$ cat src/rtl/inband_evt_pkg.sv
package inband_evt_pkg;

    localparam int DW      = 8;
    localparam int REG_AW  = 2;
    localparam int SEL_W   = 2;
    localparam int GRP_W   = 3;

    localparam logic [REG_AW-1:0] A_CTRL = 2'd0;
    localparam logic [REG_AW-1:0] A_MDB  = 2'd1;
    localparam logic [REG_AW-1:0] A_STAT = 2'd2;

    localparam int CTRL_EXT_BIT  = 2;
    localparam int STAT_DONE_BIT = 0;
    localparam int STAT_ACK_BIT  = 1;
    localparam int STAT_OUT_LSB  = 4;

    localparam logic [GRP_W-1:0] GRP_PENDING_READ = 3'd5;

    typedef enum logic [SEL_W-1:0] {
        SEL_NONE = 2'd0,
        SEL_IBI  = 2'd1,
        SEL_ROLE = 2'd2,
        SEL_HJ   = 2'd3
    } evt_sel_e;

    typedef enum logic [1:0] {
        OUT_NONE     = 2'd0,
        OUT_NOT_SENT = 2'd1,
        OUT_NACK     = 2'd2,
        OUT_ACK      = 2'd3
    } evt_out_e;

    typedef struct packed {
        evt_sel_e        sel;
        logic            ext;
        logic [DW-1:0]   mdb;
    } evt_req_t;

    typedef struct packed {
        logic busy;
        logic dav;
        logic ibi_off;
        logic hj_off;
    } bus_stat_t;

    // Decides whether a candidate request may leave the unit.
    function automatic logic may_start(evt_req_t r, bus_stat_t s);
        logic ok;
        ok = 1'b0;
        if (!s.busy) begin
            case (r.sel)
                SEL_IBI: ok = s.dav && !s.ibi_off &&
                              !(r.ext && (r.mdb[DW-1 -: GRP_W] == GRP_PENDING_READ));
                SEL_HJ:  ok = !s.dav && !s.hj_off;
                default: ok = 1'b0;
            endcase
        end
        return ok;
    endfunction

endpackage

$ cat src/rtl/inband_evt_regif.sv
module inband_evt_regif
    import inband_evt_pkg::*;
(
    input  logic              clk,
    input  logic              rst,
    input  logic              wr_en,
    input  logic [REG_AW-1:0] wr_addr,
    input  logic [DW-1:0]     wr_data,
    input  logic [REG_AW-1:0] rd_addr,
    input  logic              active,
    input  evt_req_t          cur,
    input  logic              done,
    input  logic              ack,
    input  evt_out_e          outcome,
    output logic              ctrl_wr,
    output evt_sel_e          ctrl_sel,
    output logic              ctrl_ext,
    output logic [DW-1:0]     mdb_q,
    output logic              clr_done,
    output logic              clr_ack,
    output logic [DW-1:0]     rd_data
);

    always_ff @(posedge clk) begin
        if (rst)
            mdb_q <= '0;
        else if (wr_en && wr_addr == A_MDB)
            mdb_q <= wr_data;
    end

    always_comb begin
        ctrl_wr  = wr_en && (wr_addr == A_CTRL);
        ctrl_sel = evt_sel_e'(wr_data[SEL_W-1:0]);
        ctrl_ext = wr_data[CTRL_EXT_BIT];
        clr_done = wr_en && (wr_addr == A_STAT) && wr_data[STAT_DONE_BIT];
        clr_ack  = wr_en && (wr_addr == A_STAT) && wr_data[STAT_ACK_BIT];
    end

    always_comb begin
        rd_data = '0;
        case (rd_addr)
            A_CTRL: begin
                if (active) begin
                    rd_data[SEL_W-1:0]    = cur.sel;
                    rd_data[CTRL_EXT_BIT] = cur.ext;
                end
            end
            A_MDB:  rd_data = mdb_q;
            A_STAT: begin
                rd_data[STAT_DONE_BIT]               = done;
                rd_data[STAT_ACK_BIT]                = ack;
                rd_data[STAT_OUT_LSB +: 2]           = outcome;
            end
            default: rd_data = '0;
        endcase
    end

endmodule

$ cat src/rtl/inband_evt_fsm.sv
module inband_evt_fsm
    import inband_evt_pkg::*;
(
    input  logic          clk,
    input  logic          rst,
    input  logic          ctrl_wr,
    input  evt_sel_e      ctrl_sel,
    input  logic          ctrl_ext,
    input  logic [DW-1:0] mdb_q,
    input  bus_stat_t     stat,
    input  logic          bus_done,
    input  logic          bus_ack,
    output logic          active,
    output evt_req_t      cur,
    output logic          fin,
    output evt_out_e      fin_code
);

    evt_req_t cand;
    logic     cand_ok;
    logic     new_req;

    always_comb begin
        cand     = '{sel: ctrl_sel, ext: ctrl_ext, mdb: mdb_q};
        cand_ok  = may_start(cand, stat);
        new_req  = !active && ctrl_wr && (ctrl_sel != SEL_NONE);
        fin      = active ? bus_done : (new_req && !cand_ok);
        fin_code = active ? (bus_ack ? OUT_ACK : OUT_NACK) : OUT_NOT_SENT;
    end

    always_ff @(posedge clk) begin
        if (rst) begin
            active <= 1'b0;
            cur    <= '0;
        end else if (active) begin
            if (bus_done)
                active <= 1'b0;
            else if (ctrl_wr && ctrl_sel == SEL_NONE)
                active <= 1'b0;
        end else if (new_req && cand_ok) begin
            active <= 1'b1;
            cur    <= cand;
        end
    end

    AST_HJ_GATE: assert property (@(posedge clk) disable iff (rst)
        $rose(active) && cur.sel == SEL_HJ |-> $past(!stat.dav && !stat.hj_off && !stat.busy));

    AST_IBI_GATE: assert property (@(posedge clk) disable iff (rst)
        $rose(active) && cur.sel == SEL_IBI |-> $past(stat.dav && !stat.ibi_off && !stat.busy));

    AST_NO_ROLE: assert property (@(posedge clk) disable iff (rst)
        active |-> cur.sel != SEL_ROLE);

    AST_KIND_HELD: assert property (@(posedge clk) disable iff (rst)
        active && $past(active) |-> $stable(cur));

endmodule

$ cat src/rtl/inband_evt_status.sv
module inband_evt_status
    import inband_evt_pkg::*;
(
    input  logic     clk,
    input  logic     rst,
    input  logic     fin,
    input  evt_out_e fin_code,
    input  logic     clr_done,
    input  logic     clr_ack,
    output logic     done,
    output logic     ack,
    output evt_out_e outcome
);

    always_ff @(posedge clk) begin
        if (rst) begin
            done    <= 1'b0;
            ack     <= 1'b0;
            outcome <= OUT_NONE;
        end else begin
            if (fin) begin
                done    <= 1'b1;
                outcome <= fin_code;
            end else if (clr_done) begin
                done    <= 1'b0;
                outcome <= OUT_NONE;
            end
            if (fin && fin_code == OUT_ACK)
                ack <= 1'b1;
            else if (clr_ack)
                ack <= 1'b0;
        end
    end

    AST_FLAG_CODE: assert property (@(posedge clk) disable iff (rst)
        done |-> outcome != OUT_NONE);

endmodule

$ cat src/rtl/inband_evt_ctrl.sv
module inband_evt_ctrl
    import inband_evt_pkg::*;
(
    input  logic              clk,
    input  logic              rst,
    input  logic              wr_en,
    input  logic [REG_AW-1:0] wr_addr,
    input  logic [DW-1:0]     wr_data,
    input  logic [REG_AW-1:0] rd_addr,
    output logic [DW-1:0]     rd_data,
    input  logic              bus_busy,
    input  logic              dyn_addr_valid,
    input  logic              ibi_disabled,
    input  logic              hj_disabled,
    output logic              req_valid,
    output logic [SEL_W-1:0]  req_kind,
    output logic [DW-1:0]     req_mdb,
    output logic              req_ext,
    input  logic              bus_done,
    input  logic              bus_ack,
    output logic              irq
);

    logic      ctrl_wr, ctrl_ext, clr_done, clr_ack;
    evt_sel_e  ctrl_sel;
    logic [DW-1:0] mdb_q;
    logic      active, fin, done, ack;
    evt_req_t  cur;
    evt_out_e  fin_code, outcome;
    bus_stat_t stat;

    assign stat = '{busy: bus_busy, dav: dyn_addr_valid,
                    ibi_off: ibi_disabled, hj_off: hj_disabled};

    inband_evt_regif u_regif (
        .clk(clk), .rst(rst), .wr_en(wr_en), .wr_addr(wr_addr), .wr_data(wr_data),
        .rd_addr(rd_addr), .active(active), .cur(cur), .done(done), .ack(ack),
        .outcome(outcome), .ctrl_wr(ctrl_wr), .ctrl_sel(ctrl_sel), .ctrl_ext(ctrl_ext),
        .mdb_q(mdb_q), .clr_done(clr_done), .clr_ack(clr_ack), .rd_data(rd_data)
    );

    inband_evt_fsm u_fsm (
        .clk(clk), .rst(rst), .ctrl_wr(ctrl_wr), .ctrl_sel(ctrl_sel), .ctrl_ext(ctrl_ext),
        .mdb_q(mdb_q), .stat(stat), .bus_done(bus_done), .bus_ack(bus_ack),
        .active(active), .cur(cur), .fin(fin), .fin_code(fin_code)
    );

    inband_evt_status u_status (
        .clk(clk), .rst(rst), .fin(fin), .fin_code(fin_code), .clr_done(clr_done),
        .clr_ack(clr_ack), .done(done), .ack(ack), .outcome(outcome)
    );

    assign req_valid = active;
    assign req_kind  = cur.sel;
    assign req_mdb   = cur.mdb;
    assign req_ext   = cur.ext;
    assign irq       = done;

    AST_RESET_QUIET: assert property (@(posedge clk) disable iff (rst)
        $past(rst) |-> !req_valid && !irq);

    AST_BUSY_BLOCK: assert property (@(posedge clk) disable iff (rst)
        !req_valid && bus_busy && wr_en && wr_addr == A_CTRL && wr_data[1:0] != 2'd0
        |=> !req_valid && irq && outcome == OUT_NOT_SENT);

    AST_ACK_CODE: assert property (@(posedge clk) disable iff (rst)
        req_valid && bus_done && bus_ack |=> !req_valid && irq && ack && outcome == OUT_ACK);

    AST_ABORT_SILENT: assert property (@(posedge clk) disable iff (rst)
        req_valid && !bus_done && wr_en && wr_addr == A_CTRL && wr_data[1:0] == 2'd0
        |=> !req_valid && $stable(irq) && $stable(outcome));

endmodule

$ cat config.mk
export PLATFORM = sky130hd
export DESIGN_NAME = inband_evt_ctrl
export DESIGN_NICKNAME = d
export VERILOG_FILES = /design/src/rtl/inband_evt_pkg.sv /design/src/rtl/inband_evt_regif.sv /design/src/rtl/inband_evt_fsm.sv /design/src/rtl/inband_evt_status.sv /design/src/rtl/inband_evt_ctrl.sv
export SDC_FILE = /design/constraint.sdc
export NUM_CORES = 1
export LEC_CHECK = 0
export BUFFER_PORTS_ARGS = -buffer_cell sky130_fd_sc_hd__buf_2
export CAP_MARGIN = 20
export CORE_ASPECT_RATIO = 1.1
export CORE_MARGIN = 2
export CORE_UTILIZATION = 45
export CTS_BUF_LIST = sky130_fd_sc_hd__clkbuf_4 sky130_fd_sc_hd__clkbuf_8
export DETAILED_ROUTE_END_ITERATION = 10
export PLACE_DENSITY = 0.74
export SLEW_MARGIN = 10
export SYNTH_ARGS = -nofsm -noshare
export SYNTH_HDL_FRONTEND = slang
export SYNTH_SLANG_ARGS = --single-unit
$ cat constraint.sdc
create_clock -name clk -period 3.1 [get_ports clk]
set_clock_uncertainty 0.1 [all_clocks]
set_input_delay 0.62 -clock clk [delete_from_list [all_inputs] [get_ports clk]]
set_output_delay 0.62 -clock clk [all_outputs]
set_load 0.05 [all_outputs]
== After elaboration in Yosys (flattened, before gate mapping) ==
Cells that the tools add are included.
Word-level totals
  output and inout port bits: 21
  flip-flop bits (word level): 24
  bits of input ports: 21
Operators by class
  bitwise gates (word level): 1
  eq/ne operators: 8
  muxes and demuxes: 21
  reductions and logical operators: 28
Operator list (number)
  1-bit logical AND: 15
  1-bit two-way mux: 12
  2-bit equality test, second input constant: 4
  2-bit two-way mux: 4
  2-bit by 1-bit equality test with 1-bit output, second input constant: 3
  1-bit logical NOT: 6
  2-bit logical NOT: 3
  2-bit one-hot mux with 3 select lines: 1
  2-bit nonzero test: 3
  1-bit one-hot mux with 2 select lines: 2
  2-bit one-hot mux with 2 select lines: 1
  3-bit equality test, second input constant: 1
  3-bit two-way mux: 1
  2-bit AND reduction: 1
  1-bit inverter: 1

== Logic depth before layout (Yosys ltp) ==
Gate-level depths: netlist of the first run.
  depth after elaboration: 11
  gate-level depth with buffers: 5

== Modules after synthesis ==
From an unflattened synthesis of the first run, not the netlist that was laid out.
Unflattened totals
  cells, all modules: 140
  area total of the unflattened synthesis: 1325.0 um2
Modules (own cells, without submodules)
  inband_evt_fsm: times used 1, sequential area each 240.2 um2, cells an instance 62, area an instance 613.1 um2
  inband_evt_regif: times used 1, sequential area each 160.2 um2, cells an instance 62, area an instance 565.5 um2
  inband_evt_status: times used 1, sequential area each 80.1 um2, cells an instance 16, area an instance 146.4 um2

== Worst setup path after synthesis of the first run ==
No wires, ideal clock.
  kind: input -> output
  from: input rd_addr[1]
  to: output rd_data[4]
  slack: 657 ps
  stages: 4
  arrival: 1723 ps
  buffers on the path: 0
  cells stage by stage: inv_1 ha_1 a22oi_1 nor2b_1
On the way
  word-level cells in the longest chain between the ends: 2
Ends and longest elaborated chain
  start, declared: line inband_evt_ctrl.sv:9  | input logic [REG_AW-1:0] rd_addr,
  2-bit equality test / 2-bit by 1-bit equality test with 1-bit output (equally long branches): line inband_evt_regif.sv:41  | case (rd_addr)
  2-bit one-hot mux with 2 select lines (*): line inband_evt_regif.sv:41
  end, declared: line inband_evt_ctrl.sv:10  | output logic [DW-1:0] rd_data,
Every way passes the cells marked *; elsewhere a longest branch is shown, timed or not.

== Final worst setup path of the first run ==
  from: input rd_addr[0]
  to: output rd_data[0]
On the way
  word-level cells in the longest chain between the ends: 2
Ends and longest elaborated chain (line)
  2-bit equality test, or another cell as far along: inband_evt_regif.sv:41
  2-bit one-hot mux with 3 select lines (*): inband_evt_regif.sv:41
Marked as above.

==> flow_metrics.py, run 1 <==
metrics = {
    "run_status": {
        "status": "finished clean",
    },
    "clock_tree": {
        "cts_setup_buffers": 0,
        "clockBufferDepth": 2,
        "h-tree-depth": 1,
        "clk_latency_ns": 0.31,
        "cts_tree": "done",
        "path_clk_slew_ns": 0.14,
        "cts_made_buffers": 3,
        "cts.sinks": 24,
        "hold_buffers": 0,
        "ctsRootBufferMaster": "clkbuf_4",
        "ctsResizeCount": 0,
    },
    "global_route": {
        "grt_pass1_wl_um": 4660,
        "grt.met2_usage_pct": 32.5,
        "use_met3_pct": 3.14,
        "busiest_layer": "met2",
        "grtUsageTotal_pct": 20.2,
        "grt_max_degree": 25,
        "antenna_found_initial": 0,
        "first_global_vias": 1054,
        "grt_overflow": 0,
        "use_met1_pct": 27.0,
    },
    "timing": {
        "tightestPinTransition_ns": 1.03,
        "fin_crit_sh_pct": 81.1,
        "clock.fmax_ghz": 0.398,
        "setup_tns_ns": 0,
        "setup_viol": 0,
        "period_needed_ns": 2.51,
        "finalHoldViolations": 0,
        "drv_slew": 0,
        "rsz0062_at_grt": "no",
        "slew_headroom_pct": 31.1,
    },
    "synthesis": {
        "syn_nets": 155,
        "syn-cell-area_um2": 1160,
        "synth-seq-area-share_pct": 41.4,
        "yosys_most_used_dff": "dfxtp_1",
        "yosysWarnings": 0,
        "synth_edf_count": 0,
        "synthTopCellsByArea": "dfxtp_1 (41%), mux2i_1 (6.9%), o31ai_1 (6.5%)",
        "synth.distinct_cells": 31,
        "synth_largest_area_cell": "dfxtp_1",
        "syn_avg_cell_area_um2": 8.93,
        "async_reset_ff_share_pct": 0,
        "synth_top_area_share_pct": 41.4,
        "ys_ff_latch": 24,
        "synthCells": 130,
    },
    "setup_path": {
        "worstReg2RegStart": "u_regif.mdb_q[6]",
        "crit_path_start": "rd_addr[0]",
        "crit_type": "input port to primary output",
        "start_kind": "input port",
        "crit_chain": "buf_2, inv_1, ha_1, and2_1, a222oi_1, nor2_1, buf_2",
        "cp.required_ns": 2.38,
        "crit_fanout": 3,
        "arrival_ns": 1.79,
        "max_stage_delay_ns": 0.34,
        "path_buf_inv": 3,
        "slowest_stage": "a222oi_1",
        "cpMostUsedCell": "buf_2",
        "cp_top_family": "buffers and inverters",
        "cp-end-kind": "primary output",
    },
    "final_layout": {
        "drive_gt1_share_pct": 28.1,
        "n_fill_cell": 244,
        "finalNetCount": 193,
        "final_cell_mix": "buf_2 (41), dfxtp_1 (24), nor2_1 (14), a21oi_1 (12)",
        "post-route-util_pct": 57.4,
        "areaGrowthSynthToFinish_pct": 22.3,
        "multi_input_area_um2": 617,
        "design_area_um2": 1420,
        "final_common_cell": "buf_2",
        "antenna_cells": 0,
        "seq_area_um2": 480,
    },
    "place": {
        "post_dp_cell_area_um2": 1370,
        "place_hpwl_um": 2190,
        "gp_congestion": 0.815,
        "port_buffers": 41,
    },
    "die": {
        "rows": 19,
        "fp.coreArea_um2": 2470,
        "dieArea_um2": 3000,
        "start_util_pct": 47.0,
        "num_io_pins": 42,
        "fp.dieW_um": 52.4,
        "die_h_um": 57.3,
    },
    "power_and_ir_drop": {
        "finalPower_mw": 0.614,
        "peakVddDrop_mv": 0.217,
        "powerDensity_nw_per_um2": 432,
        "p_leak_nw": 0.657,
    },
    "routing": {
        "drc": 0,
        "detail-route-antenna-nets": 0,
        "drt_iter0_drc": 29,
        "drtPass1Iterations": 4,
        "wl_um": 2900,
        "wl_per_cell_um": 14.7,
        "vias_per_cell": 5.69,
        "vias": 1127,
    },
    "min_path": {
        "worstHoldStart": "u_fsm.cur[5]",
        "hold_path.class": "flop to flop",
    },
    "run": {
        "drv_cap": 0,
    },
}
synthesized netlist by cell type, types with 2 or more instances:
library cell and number:
nor2b_1 3, mux2i_1 8, dfxtp_1 24, nor2_1 14, nand4_1 10, nand2_1 3
and2_1 4, nand4b_1 3, a22oi_1 2, o31ai_1 10, inv_1 5, a222oi_1 2
o21ai_0 2, clkbuf_1 5, buf_2 3, ha_1 4, a31oi_1 3, a21oi_1 12
sequential cells by signal, indices dropped and copies added, names as in the netlist:
signal and flops:
u_status.outcome 2, u_fsm.active 1, u_status.ack 1, u_status.done 1
u_fsm.cur 11, u_regif.mdb_q 8
final cells by class:
type	count	area share, %
Timing Repair Buffer	42	15.0
Multi-Input combinational cell	92	43.4
Clock inverter	1	2.11
Sequential cell	24	33.8
Inverter	5	1.32
Clock buffer	3	1.59
Tap cell	31	2.73
power breakdown:
part / internal, mW / switching, mW / total [mW]
registers: 0.314 / 0.00449 / 0.318
logic: 0.0250 / 0.0471 / 0.0721
clock network: 0.131 / 0.0928 / 0.223
routing by layer:
metal	up-vias	wire length, um
met3	4	168
met5	-	0
met2	49	1410
met1	512	1290
met4	0	38
li1	562	-
worst reg2reg max path, delay by kind of cell (launching register included):
family / cells / cell delay (ns)
AND/OR/NAND/NOR: 1 / 0.21
AO/OA/AOI/OAI: 3 / 1.54
flip-flops: 1 / 0.35
final timing paths:
| kind | slack [ns] | end | cells past startpoint |
|---|---|---|---|
| max | 0.59 | rd_data[0] | 7 |
| min | 0.38 | u_fsm.cur[5] | 2 |
| min reg2reg | 0.38 | u_fsm.cur[5] | 2 |
| max reg2reg | 0.82 | u_status.outcome[1] | 4 |
cell families after synthesis:
family,after synthesis,synth area share [%]
compound gates,36,21.0
buf+inv,14,5.50
flops,24,41.4
fa+ha+maj,4,4.31
simple gates,44,20.9
mux,8,6.90
metrics by stage:
stage               setup slack (ns)  instances  hold slack [ns]
global route                   0.566        198            0.404
global placement               0.673        194            0.357
CTS                            0.619        198            0.378
detailed placement             0.585        194            0.359
floorplan                      0.657        130            0.350
finish                         0.586        198            0.375
(Power assumes the default switching activity.)
==> run 2, diff against run 1 <==
==> constraint.sdc (replaced) <==
create_clock -name clk -period 2.4 [get_ports clk]
set_clock_uncertainty 0.1 [all_clocks]
set_input_delay 0.48 -clock clk [delete_from_list [all_inputs] [get_ports clk]]
set_output_delay 0.48 -clock clk [all_outputs]
set_load 0.05 [all_outputs]
==> flow_metrics.py, run 2 (synthesis gave the netlist of run 1 again) <==
metrics = {
    "routing": {
        "wl_um": 2900,
        "drc": 0,
        "detail-route-antenna-nets": 0,
        "drtPass1Iterations": 5,
        "wl_per_cell_um": 14.7,
        "drt_iter0_drc": 24,
        "vias": 1150,
        "vias_per_cell": 5.84,
    },
    "die": {
        "die_h_um": 57.3,
        "start_util_pct": 47.0,
        "dieArea_um2": 3000,
        "fp.dieW_um": 52.4,
        "num_io_pins": 42,
        "rows": 19,
        "fp.coreArea_um2": 2470,
    },
    "final_layout": {
        "drive_gt1_share_pct": 27.7,
        "antenna_cells": 0,
        "reg_top3": "u_fsm.cur (11), u_regif.mdb_q (8), u_status.outcome (2)",
        "largest_reg_flops": 11,
        "finalNetCount": 193,
        "final_common_cell": "buf_2",
        "areaGrowthSynthToFinish_pct": 19.7,
        "final_cell_mix": "buf_2 (41), dfxtp_1 (24), nor2_1 (14), a21oi_1 (12)",
        "regMostFlops": "u_fsm.cur",
    },
    "global_route": {
        "grtUsageTotal_pct": 20.6,
        "grt_pass1_wl_um": 4730,
        "grt_max_degree": 25,
        "antenna_found_initial": 0,
        "grt_overflow": 0,
        "first_global_vias": 1047,
    },
    "setup_path": {
        "r2r_slack_ns": 0.17,
        "crit_chain": "nand4b_1, a31oi_1, o21ai_0, a41o_1",
        "crit_cells": 4,
        "r2r_cells": 4,
        "slowest_stage": "a31oi_1",
        "cp_top_family": "compound AO/OA/AOI/OAI gates",
        "worstReg2RegStart": "u_regif.mdb_q[5]",
        "endpoint": "u_status.outcome[1]",
        "crit_type": "flop to flop",
        "path_buf_inv": 0,
        "cp-end-kind": "flop",
        "arrival_ns": 2.34,
        "cp.required_ns": 2.51,
        "crit_path_start": "u_regif.mdb_q[5]",
        "max_stage_delay_ns": 0.84,
        "crit_fanout": 11,
        "r2r_end": "u_status.outcome[1]",
        "start_kind": "flop",
    },
    "power_and_ir_drop": {
        "clkPwrFrac_pct": 25.5,
        "peakVddDrop_mv": 0.258,
        "p_sw_mw": 0.180,
        "p_leak_nw": 0.642,
        "swShare_pct": 26.7,
        "seq_power_share_pct": 60.8,
        "powerDensity_nw_per_um2": 486,
        "p_int_mw": 0.496,
        "finalPower_mw": 0.676,
        "power_frac_comb_pct": 13.7,
    },
    "timing": {
        "rsz0062_at_grt": "no",
        "fin_crit_sh_pct": 93.0,
        "worst_hold_slack_ns": 0.302,
        "setup_tns_ns": 0,
        "drv_slew": 0,
        "tightestPinTransition_ns": 0.994,
        "period_needed_ns": 2.23,
        "setup_viol": 0,
        "finalHoldViolations": 0,
        "clock.fmax_ghz": 0.448,
        "slew_headroom_pct": 33.4,
    },
    "place": {
        "gp_congestion": 0.797,
        "port_buffers": 41,
        "place_hpwl_um": 2180,
    },
    "clock_tree": {
        "h-tree-depth": 1,
        "hold_buffers": 0,
        "clk_latency_ns": 0.31,
        "cts_setup_buffers": 0,
        "cts_made_buffers": 3,
        "cts_tree": "done",
        "path_clk_slew_ns": 0.12,
        "ctsRootBufferMaster": "clkbuf_4",
        "cts.sinks": 24,
        "ctsResizeCount": 0,
        "clockBufferDepth": 2,
    },
    "run": {
        "drv_cap": 0,
    },
    "min_path": {
        "hold_path.class": "input port to flop",
        "hold_depth": 3,
    },
    "run_status": {
        "status": "finished clean",
    },
}
## run 2: area by class of cell
type	instances	area, um2
fill	253	1080
timing repair buffer	42	213
multi-input combinational	92	617
clock buffer	3	22.5
inverter	5	18.8
sequential	24	480
tap	31	38.8
## run 2: worst min path at each step
stage	start	end
detailed placement	u_fsm.cur[2]	u_fsm.cur[2]
CTS	wr_data[3]	u_regif.mdb_q[3]
global route	wr_data[3]	u_regif.mdb_q[3]
floorplan	u_status.outcome[0]	u_status.outcome[0]
global placement	u_fsm.cur[1]	u_fsm.cur[1]
finish	wr_data[3]	u_regif.mdb_q[3]
## run 2: power by group through the flow
stage / Sequential (mW) / Clock (mW) / Combinational, mW
after floorplan: 0.421 / 0 / 0.0549
after global placement: 0.420 / 0 / 0.0881
after detailed placement: 0.420 / 0 / 0.0915
after CTS: 0.411 / 0.178 / 0.0918
after global routing: 0.412 / 0.190 / 0.102
final: 0.411 / 0.172 / 0.0928
## run 2: tightest hold or removal path: stages
cell and delay (ns):
buf_2 0.07, mux2i_1 0.05, nor2_1 0.07
## run 2: layer usage
layer	wire [um]	track usage, %	share of wire, %
met1	1250	26.9	43
met2	1380	32.5	47
met3	206	3.66	7.1
met4	68	9.89	2.3
met5	0	0	0
## run 2: per-stage QoR
step / instance area (um2) / worst slack, ns / utilization (%) / std cells
floorplan: 1160 / 0.141 / - / 130
global placement: 1370 / 0.149 / 55.3 / 194
detailed placement: 1370 / 0.0740 / 55.3 / 194
CTS: 1390 / 0.241 / 56.2 / 197
global route: 1390 / 0.00387 / 56.2 / 197
finish: 1390 / 0.167 / 56.2 / 197
==> run 3, diff against run 2 <==
--- a/config.mk
+++ b/config.mk
@@ -12,6 +12,7 @@
 export CORE_UTILIZATION = 45
 export CTS_BUF_LIST = sky130_fd_sc_hd__clkbuf_4 sky130_fd_sc_hd__clkbuf_8
 export DETAILED_ROUTE_END_ITERATION = 10
+export HOLD_SLACK_MARGIN = 0.05
 export PLACE_DENSITY = 0.74
 export SLEW_MARGIN = 10
 export SYNTH_ARGS = -nofsm -noshare
==> constraint.sdc (replaced) <==
create_clock -name clk -period 2.4 [get_ports clk]
set_clock_uncertainty 0.1 [all_clocks]
set_input_delay 0.72 -clock clk [delete_from_list [all_inputs] [get_ports clk]]
set_output_delay 0.72 -clock clk [all_outputs]
set_load 0.05 [all_outputs]
==> flow_metrics.py, run 3 (synthesis gave the netlist of run 1 again) <==
metrics = {
    "run_status": {
        "status": "finished, violations left",
        "violations": "setup timing",
    },
    "power_and_ir_drop": {
        "powerDensity_nw_per_um2": 509,
        "p_leak_nw": 0.718,
        "finalPower_mw": 0.826,
        "peakVddDrop_mv": 0.364,
    },
    "global_route": {
        "grt_pass1_wl_um": 5270,
        "grt_max_degree": 25,
        "antenna_found_initial": 0,
        "first_global_vias": 1149,
        "grtUsageTotal_pct": 23.7,
        "grt_overflow": 0,
    },
    "timing": {
        "slew_headroom_pct": 58.6,
        "period_needed_ns": 2.59,
        "setup_viol": 5,
        "tightestPinTransition_ns": 0.619,
        "clock.fmax_ghz": 0.386,
        "finalHoldViolations": 0,
        "worst_slack_ns": -0.190,
        "drv_slew": 0,
        "rsz0062_at_grt": "yes",
        "fin_crit_sh_pct": 108,
    },
    "place": {
        "place_hpwl_um": 2310,
        "pre_cts_slack_ns": -0.324,
        "post_dp_cell_area_um2": 1450,
        "gp_congestion": 0.836,
        "port_buffers": 41,
    },
    "die": {
        "rows": 19,
        "fp.dieW_um": 52.4,
        "num_io_pins": 42,
        "die_h_um": 57.3,
        "fp.coreArea_um2": 2470,
        "start_util_pct": 47.0,
        "dieArea_um2": 3000,
    },
    "final_layout": {
        "areaGrowthSynthToFinish_pct": 39.9,
        "drive_gt1_share_pct": 39.0,
        "post-route-util_pct": 65.7,
        "finalNetCount": 203,
        "final_cell_mix": "buf_2 (31), dfxtp_1 (24), nor2_1 (12), a21oi_1 (12), buf_4 (11)",
        "design_area_um2": 1620,
        "antenna_cells": 0,
        "reg_top3": "u_fsm.cur (11), u_regif.mdb_q (8), u_status.outcome (2)",
        "largest_reg_flops": 11,
        "final_common_cell": "buf_2",
        "regMostFlops": "u_fsm.cur",
    },
    "clock_tree": {
        "ctsRootBufferMaster": "clkbuf_4",
        "cts_made_buffers": 3,
        "clk_latency_ns": 0.31,
        "clockBufferDepth": 2,
        "h-tree-depth": 1,
        "cts_tree": "done",
        "path_clk_slew_ns": 0.14,
        "cts.sinks": 24,
        "hold_buffers": 0,
    },
    "setup_path": {
        "crit_type": "input port to primary output",
        "cp_top_family": "buffers and inverters",
        "arrival_ns": 1.77,
        "path_buf_inv": 4,
        "crit_path_start": "rd_addr[0]",
        "cp-end-kind": "primary output",
        "crit_chain": "buf_8, inv_6, ha_4, and2_4, a222oi_1, buf_4, nor2_4, buf_6",
        "slowest_stage": "a222oi_1",
        "max_stage_delay_ns": 0.27,
        "cp.required_ns": 1.58,
        "r2r_slack_ns": 0.45,
        "worstReg2RegStart": "u_regif.mdb_q[5]",
        "start_kind": "input port",
        "crit_fanout": 3,
        "r2r_end": "u_status.outcome[1]",
        "r2r_cells": 4,
    },
    "routing": {
        "vias": 1227,
        "detail-route-antenna-nets": 0,
        "wl_um": 3260,
        "vias_per_cell": 5.90,
        "drtPass1Iterations": 4,
        "drt_iter0_drc": 55,
        "wl_per_cell_um": 15.7,
        "drc": 0,
    },
    "run": {
        "drv_cap": 0,
    },
    "min_path": {
        "worstHoldStart": "u_fsm.cur[2]",
        "hold_depth": 2,
        "hold_end": "u_fsm.cur[2]",
        "hold_path.class": "flop to flop",
    },
}
## run 3: metal layers
metal / part of all wire (%) / up-vias / global-route usage (%)
met4: 2.9 / 0 / 10.6
met3: 6.0 / 14 / 3.40
li1: - / 582 / -
met5: 0 / - / 0
met2: 50 / 63 / 39.5
met1: 41 / 568 / 29.9
## run 3: cell type report
cell class,count,area [um2]
fill,212,848
multi-input combinational,92,666
sequential,24,480
timing repair buffer,52,358
tap,31,38.8
clock inverter,1,30.0
inverter,5,28.8
clock buffer,3,22.5
## run 3: how the worst max path moves through the flow
stage / to / slack (ns) / cells past startpoint
after floorplan: rd_data[0] / -0.05 / 5
after global placement: rd_data[0] / -0.28 / 8
after detailed placement: rd_data[0] / -0.32 / 8
after CTS: rd_data[1] / -0.19 / 8
after global routing: rd_data[0] / -0.26 / 8
final: rd_data[0] / -0.19 / 8
## run 3: through the flow
step | setup TNS (ns) | instances | hold WS (ns)
after global placement | -1.27 | 202 | 0.353
final | -0.686 | 208 | 0.381
after CTS | -0.613 | 208 | 0.381
after floorplan | -0.0490 | 130 | 0.350
after global routing | -0.875 | 208 | 0.400
after detailed placement | -2.12 | 202 | 0.363
## run 3: where the power goes
part | internal (mW) | switching [mW]
sequential | 0.405 | 0.00692
clock | 0.169 | 0.126
combinational | 0.0495 | 0.0699
total | 0.623 | 0.202
## run 3: worst min-delay path: stages, from the launching register on
cell	delay, ns
dfxtp_1	0.33
o31ai_1	0.06
a21oi_1	0.06
## run 3: repair_timing
action                                 in CTS  in global routing
pin swaps                                   4                  2
setup endpoints to repair                   8                  7
setup buffers                               2                  0
gates resized for setup                    27                  3
endpoints found under the hold margin       0                  0
